File: src/rtl/rowext_pkg.sv
package rowext_pkg;

  typedef enum logic [2:0] {
    ST_IDLE,
    ST_ROW,
    ST_COL,
    ST_CAS,
    ST_RFSH
  } state_e;

  typedef enum logic [1:0] {
    SEL_ROW,
    SEL_COL,
    SEL_RFSH
  } addrSel_e;

  // Strobes from the controller to the address datapath
  typedef struct packed {
    logic     latchAcc;   // capture row and column of an accepted access
    logic     latchRfsh;  // capture refresh value and step the extension
    addrSel_e addrSel;    // which latched address drives the pins
  } strobe_t;

endpackage

File: src/rtl/rowext_ctrl.sv
module rowext_ctrl
  import rowext_pkg::*;
#(
  parameter int RFSH_CYC = 2
) (
  input  logic    clk,
  input  logic    rstN,
  input  logic    mreqN,
  input  logic    rfshN,
  input  logic    wrN,
  output strobe_t stb,
  output logic    rasN,
  output logic    casN,
  output logic    weN,
  output logic    rfshActive
);

  localparam int CNT_W = (RFSH_CYC > 1) ? $clog2(RFSH_CYC) : 1;

  state_e           stateQ, stateD;
  logic             mreqHiQ;
  logic             pendQ, pendD;
  logic             wrQ;
  logic             goRfsh;
  logic             accEvt, rfshEvt;
  logic [CNT_W-1:0] cntQ;

  // A new bus cycle is a falling edge of the memory request
  assign accEvt  = !mreqN && mreqHiQ && rfshN;
  assign rfshEvt = !mreqN && mreqHiQ && !rfshN;

  always_comb begin
    stateD = stateQ;
    unique case (stateQ)
      ST_IDLE: begin
        if (pendQ || rfshEvt) stateD = ST_RFSH;
        else if (accEvt)      stateD = ST_ROW;
      end
      ST_ROW:  stateD = ST_COL;
      ST_COL:  stateD = ST_CAS;
      ST_CAS:  if (mreqN || pendQ) stateD = ST_IDLE;
      ST_RFSH: if (cntQ == '0) stateD = ST_IDLE;
      default: stateD = ST_IDLE;
    endcase
  end

  assign goRfsh = (stateD == ST_RFSH) && (stateQ != ST_RFSH);
  assign pendD  = goRfsh ? 1'b0 : (pendQ || rfshEvt);

  always_ff @(posedge clk or negedge rstN) begin
    if (!rstN) begin
      stateQ  <= ST_IDLE;
      mreqHiQ <= 1'b1;
      pendQ   <= 1'b0;
      wrQ     <= 1'b0;
      cntQ    <= '0;
    end else begin
      stateQ  <= stateD;
      mreqHiQ <= mreqN;
      pendQ   <= pendD;
      if (stb.latchAcc) wrQ <= !wrN;
      if (goRfsh) cntQ <= CNT_W'(RFSH_CYC - 1);
      else if (stateQ == ST_RFSH && cntQ != '0) cntQ <= cntQ - 1'b1;
    end
  end

  always_comb begin
    stb.latchAcc  = (stateQ == ST_IDLE) && !pendQ && accEvt;
    stb.latchRfsh = rfshEvt;
    unique case (stateQ)
      ST_COL, ST_CAS: stb.addrSel = SEL_COL;
      ST_RFSH:        stb.addrSel = SEL_RFSH;
      default:        stb.addrSel = SEL_ROW;
    endcase
  end

  assign rasN       = (stateQ == ST_IDLE);
  assign casN       = (stateQ != ST_CAS);
  assign weN        = !((stateQ == ST_CAS) && wrQ);
  assign rfshActive = (stateQ == ST_RFSH);

endmodule

File: src/rtl/rowext_dpath.sv
module rowext_dpath
  import rowext_pkg::*;
#(
  parameter int ROW_W    = 9,
  parameter int CPU_RF_W = 7
) (
  input  logic                      clk,
  input  logic                      rstN,
  input  strobe_t                   stb,
  input  logic [2*ROW_W-1:0]        linAddr,
  output logic [ROW_W-1:0]          dramAddr,
  output logic [ROW_W-CPU_RF_W-1:0] extCnt
);

  localparam int EXT_W = ROW_W - CPU_RF_W;

  logic [ROW_W-1:0]    rowQ, colQ, rfRowQ;
  logic [EXT_W-1:0]    extQ, extNext;
  logic [CPU_RF_W-1:0] lastQ, curLow;
  logic                wrapHit;

  // The processor counter only moves forward, so a drop means it wrapped
  assign curLow  = linAddr[CPU_RF_W-1:0];
  assign wrapHit = curLow < lastQ;
  assign extNext = extQ + EXT_W'(wrapHit);

  always_ff @(posedge clk or negedge rstN) begin
    if (!rstN) begin
      rowQ   <= '0;
      colQ   <= '0;
      rfRowQ <= '0;
      extQ   <= '0;
      lastQ  <= '0;
    end else begin
      if (stb.latchAcc) begin
        rowQ <= linAddr[2*ROW_W-1:ROW_W];
        colQ <= linAddr[ROW_W-1:0];
      end
      if (stb.latchRfsh) begin
        extQ   <= extNext;
        lastQ  <= curLow;
        rfRowQ <= {extNext, curLow};
      end
    end
  end

  always_comb begin
    unique case (stb.addrSel)
      SEL_COL:  dramAddr = colQ;
      SEL_RFSH: dramAddr = rfRowQ;
      default:  dramAddr = rowQ;
    endcase
  end

  assign extCnt = extQ;

endmodule

File: src/rtl/dram_rowext_mux.sv
module dram_rowext_mux
  import rowext_pkg::*;
#(
  parameter int ROW_W    = 9,
  parameter int CPU_RF_W = 7,
  parameter int RFSH_CYC = 2
) (
  input  logic               clk,
  input  logic               rstN,
  input  logic               mreqN,
  input  logic               rfshN,
  input  logic               wrN,
  input  logic [2*ROW_W-1:0] linAddr,
  output logic [ROW_W-1:0]   dramAddr,
  output logic               rasN,
  output logic               casN,
  output logic               weN
);

  strobe_t                   stb;
  logic [ROW_W-CPU_RF_W-1:0] extCnt;
  logic                      rfshActive;

  rowext_ctrl #(.RFSH_CYC(RFSH_CYC)) u_ctrl (
    .clk        (clk),
    .rstN       (rstN),
    .mreqN      (mreqN),
    .rfshN      (rfshN),
    .wrN        (wrN),
    .stb        (stb),
    .rasN       (rasN),
    .casN       (casN),
    .weN        (weN),
    .rfshActive (rfshActive)
  );

  rowext_dpath #(.ROW_W(ROW_W), .CPU_RF_W(CPU_RF_W)) u_dpath (
    .clk      (clk),
    .rstN     (rstN),
    .stb      (stb),
    .linAddr  (linAddr),
    .dramAddr (dramAddr),
    .extCnt   (extCnt)
  );

endmodule

File: config.mk
export PLATFORM = sky130hd
export DESIGN_NAME = dram_rowext_mux
export DESIGN_NICKNAME = d
export VERILOG_FILES = /design/src/rtl/rowext_pkg.sv /design/src/rtl/rowext_ctrl.sv /design/src/rtl/rowext_dpath.sv /design/src/rtl/dram_rowext_mux.sv
export SDC_FILE = /design/constraint.sdc
export NUM_CORES = 1
export LEC_CHECK = 0
export BUFFER_PORTS_ARGS = -buffer_cell sky130_fd_sc_hd__buf_2
export CORE_AREA = 2 2 79 81
export DETAILED_ROUTE_END_ITERATION = 7
export DIE_AREA = 0 0 81 83
export GPL_ROUTABILITY_DRIVEN = 0
export GPL_TIMING_DRIVEN = 0
export HOLD_SLACK_MARGIN = 0.12
export PLACE_DENSITY = 0.58
export SLEW_MARGIN = 20
export SYNTH_ARGS = -nofsm -noshare
export SYNTH_HDL_FRONTEND = slang
export SYNTH_HIERARCHICAL = 1
export SYNTH_SLANG_ARGS = --single-unit
File: constraint.sdc
create_clock -name clk -period 2.5 [get_ports clk]
set_input_delay 0.5 -clock clk [delete_from_list [all_inputs] [get_ports clk]]
set_output_delay 0.5 -clock clk [all_outputs]
set_load 0.02 [all_outputs]
==> metrics.csv <==
metric,value,unit
most-common-layout-cells,"sky130_fd_sc_hd__buf_2, sky130_fd_sc_hd__dfrtp_1, sky130_fd_sc_hd__nand2_1",
ctsLongestPathBuffers,2,
syn2layout_area_growth,25.1,%
io_pins,35,
period_needed,2.36,ns
worstSetupPathType,reg -> out,
final_util,0.371,
ant_nets,0,
worst-slew-pin-transition,0.774,ns
multiplexer_share_of_the_synthesized_area,0.158,
vdd.ir_drop.worst,0.505,mV
die_w,81,um
clkLatencyLatePin,0.28,ns
drt-total-wl,3700,um
clock-root-buffer,sky130_fd_sc_hd__clkbuf_8,
postSynthCellCount,154,
global_route.overflow_total,0,
avgRoutedWirePerCell,13.6,um
cp_arrival,1.86,ns
drc_errors,0,
worst_setup_slack_after_placement,0.115,ns
hold_viol,0,
final.setup.worst_slack,0.135,ns
r2r_setup_slack,0.59,ns
initial_utilization,0.297,
placed_area,0.00199,mm^2
synth-xor-area-share,0.00508,
maxCapViolations,0,
cts.reportedPaths.clkPinSlew,0.07,ns
slew_headroom,0.484,
finalInstanceArea,0.00216,mm^2
fin_skew,0.00896,ns
tritoncts.num_buffers,5,
route.vias.total,1257,
io_buffers,34,
tritoncts,built,
die_area,0.00672,mm^2
data_required_time_at_the_worst_endpoint,2.00,ns
timing.setup.tns,0,ns
antenna_cells_inserted,0,
maxClockFrequency,423,MHz
setup_viol_count_final,0,
synth_fa_ha_area_frac,0.0653,
synth_top_family_by_area,multiplexers,
dp_hpwl,2640,um
timing.final.crit_share,0.946,
grtUsageTotal,0.120,
ys_async_sr_fraction,1.00,
antenna_found_initial,0,
clkSinkCount,34,
post_synthesis_cell_area,0.00173,mm^2
height_of_the_chip,83,um
yosys.area_share.simple,0.106,
rsz_0062_raised_after_global_routing,false,
layout_commonest_cell,sky130_fd_sc_hd__buf_2,
cts.hold.buffers_added,0,
yosys_cell_types,30,
nFillCells,630,
via_per_inst,4.60,
grt_first_pass_wirelength,6270,um
critical_path_peak_fanout,10,
synth_enable_flop_cells,0,
grt_pass1_vias,1300,
grt_max_degree,35,
yosys_register_bits,34,
mappedNetlistNets,186,
synth_sequential_area_ratio,0.494,
synth_compound_gate_area_share,0.115,
finalMaxSlewViolations,0,
floorplan.rows,28,
h_tree_levels,2,
drt-pass1-iter-count,4,
critPathLaunchType,register,
core_area,0.00582,mm^2
outcome,"complete, no violations",
number_of_warning_messages_in_the_yosys_log,6,
drive_above_1_share,0.429,
hold_ws,0.296,ns
nNetsFinal,229,
setup.worst_path.end_class,primary output,
hold_class,in -> async,
power_leakage,1.01,nW
syn_area_per_cell,11.2,um^2
power_per_cell_area,1210,mW/mm^2
number_of_drc_violations_after_detailed_routing_iteration_0,46,
ys_dominant_reg_cell,sky130_fd_sc_hd__dfrtp_1,
## registers in the layout (all words and copies together), names as in the netlist
register / cells
u_ctrl/cntQ: 1
u_ctrl/wrQ: 1
u_ctrl/mreqHiQ: 1
u_dpath/colQ: 9
u_ctrl/stateQ: 3
u_ctrl/pendQ: 1
u_dpath/rfRowQ: 9
u_dpath/rowQ: 9
## cells by family after synthesis
family	Yosys count
XOR/XNOR	1
AND/OR/NAND/NOR	37
flip-flops	34
adder cells (fa/ha/maj)	9
AO/OA/AOI/OAI	33
multiplexers	21
buffers and inverters	19
## report_power, final
group | switching (mW) | leakage, nW | internal [mW] | total (mW)
registers | 0.142 | 0.410 | 0.782 | 0.924
logic | 0.681 | 0.556 | 0.589 | 1.27
clock network | 0.203 | 0.0472 | 0.221 | 0.424
total | 1.03 | 1.01 | 1.59 | 2.62
## path summary, 6_finish.rpt
kind / start / cells after the start / to
worst max register to register: u_dpath/rfRowQ[4]$_DFFE_PN0P_ / 7 / u_dpath/rfRowQ[7]$_DFFE_PN0P_
min in group clk: mreqN / 1 / u_ctrl/mreqHiQ$_DFF_PN1_
max in group asynchronous: rstN / 1 / u_ctrl/stateQ[1]$_DFF_PN0_
worst max-delay path: u_ctrl/stateQ[2]$_DFF_PN0_ / 8 / dramAddr[8]
worst min-delay path: rstN / 1 / u_dpath/rfRowQ[5]$_DFFE_PN0P_
worst min register to register: u_dpath/rfRowQ[8]$_DFFE_PN0P_ / 1 / u_dpath/rfRowQ[8]$_DFFE_PN0P_
## what timing repair did
item,CTS,global route
buffers inserted,1,2
endpoints found under the setup margin,9,9
gates resized for setup,6,14
pin swaps,0,1
## per-stage QoR
step | total power [mW] | instances
floorplan | 1.72 | 154
global placement | 2.06 | 263
detailed placement | 2.08 | 263
CTS | 2.56 | 272
global route | 2.83 | 273
finish | 2.62 | 273
## cells in the mapped netlist (2+ instances only)
master | number | share of area
sky130_fd_sc_hd__a21oi_1 | 2 | 0.0058
sky130_fd_sc_hd__a22oi_1 | 9 | 0.039
sky130_fd_sc_hd__buf_2 | 3 | 0.0087
sky130_fd_sc_hd__buf_6 | 2 | 0.013
sky130_fd_sc_hd__clkbuf_2 | 3 | 0.0087
sky130_fd_sc_hd__dfrtp_1 | 33 | 0.48
sky130_fd_sc_hd__ha_1 | 9 | 0.065
sky130_fd_sc_hd__inv_1 | 10 | 0.022
sky130_fd_sc_hd__mux2_2 | 10 | 0.065
sky130_fd_sc_hd__mux2_4 | 10 | 0.087
sky130_fd_sc_hd__nand2_1 | 21 | 0.046
sky130_fd_sc_hd__nand3_1 | 3 | 0.0087
sky130_fd_sc_hd__nor2_1 | 5 | 0.011
sky130_fd_sc_hd__nor3b_1 | 3 | 0.013
sky130_fd_sc_hd__o21ai_0 | 16 | 0.046
## worst max-delay path, cell delays in order, from the launching register on
cell	delay (ns)
sky130_fd_sc_hd__dfrtp_2	0.43
sky130_fd_sc_hd__and2b_2	0.24
sky130_fd_sc_hd__inv_1	0.05
sky130_fd_sc_hd__ha_1	0.29
sky130_fd_sc_hd__buf_6	0.15
sky130_fd_sc_hd__buf_6	0.14
sky130_fd_sc_hd__nand2_1	0.05
sky130_fd_sc_hd__o21ai_0	0.08
sky130_fd_sc_hd__buf_4	0.17
## per-layer routing
metal / global-route usage / vias to the layer above / routed length (um)
li1: - / 617 / -
met1: 0.164 / 610 / 1760
met2: 0.192 / 28 / 1790
met3: 0.0293 / 2 / 149
met4: 0.0231 / 0 / 10
met5: 0 / - / 0
## cell type report
| class | count | area (um^2) | share of cell area |
|---|---|---|---|
| flip-flops and latches | 34 | 855 | 0.396 |
| multi-input cells | 101 | 810 | 0.375 |
| repair buffers | 37 | 195 | 0.0904 |
| well taps | 75 | 93.8 | 0.0435 |
| clock buffers | 6 | 82.6 | 0.0383 |
| plain buffers | 8 | 72.6 | 0.0336 |
| inverters | 10 | 37.5 | 0.0174 |
| clock inverters | 2 | 12.5 | 0.00580 |
Note: power is estimated with default switching activity, not from simulation.
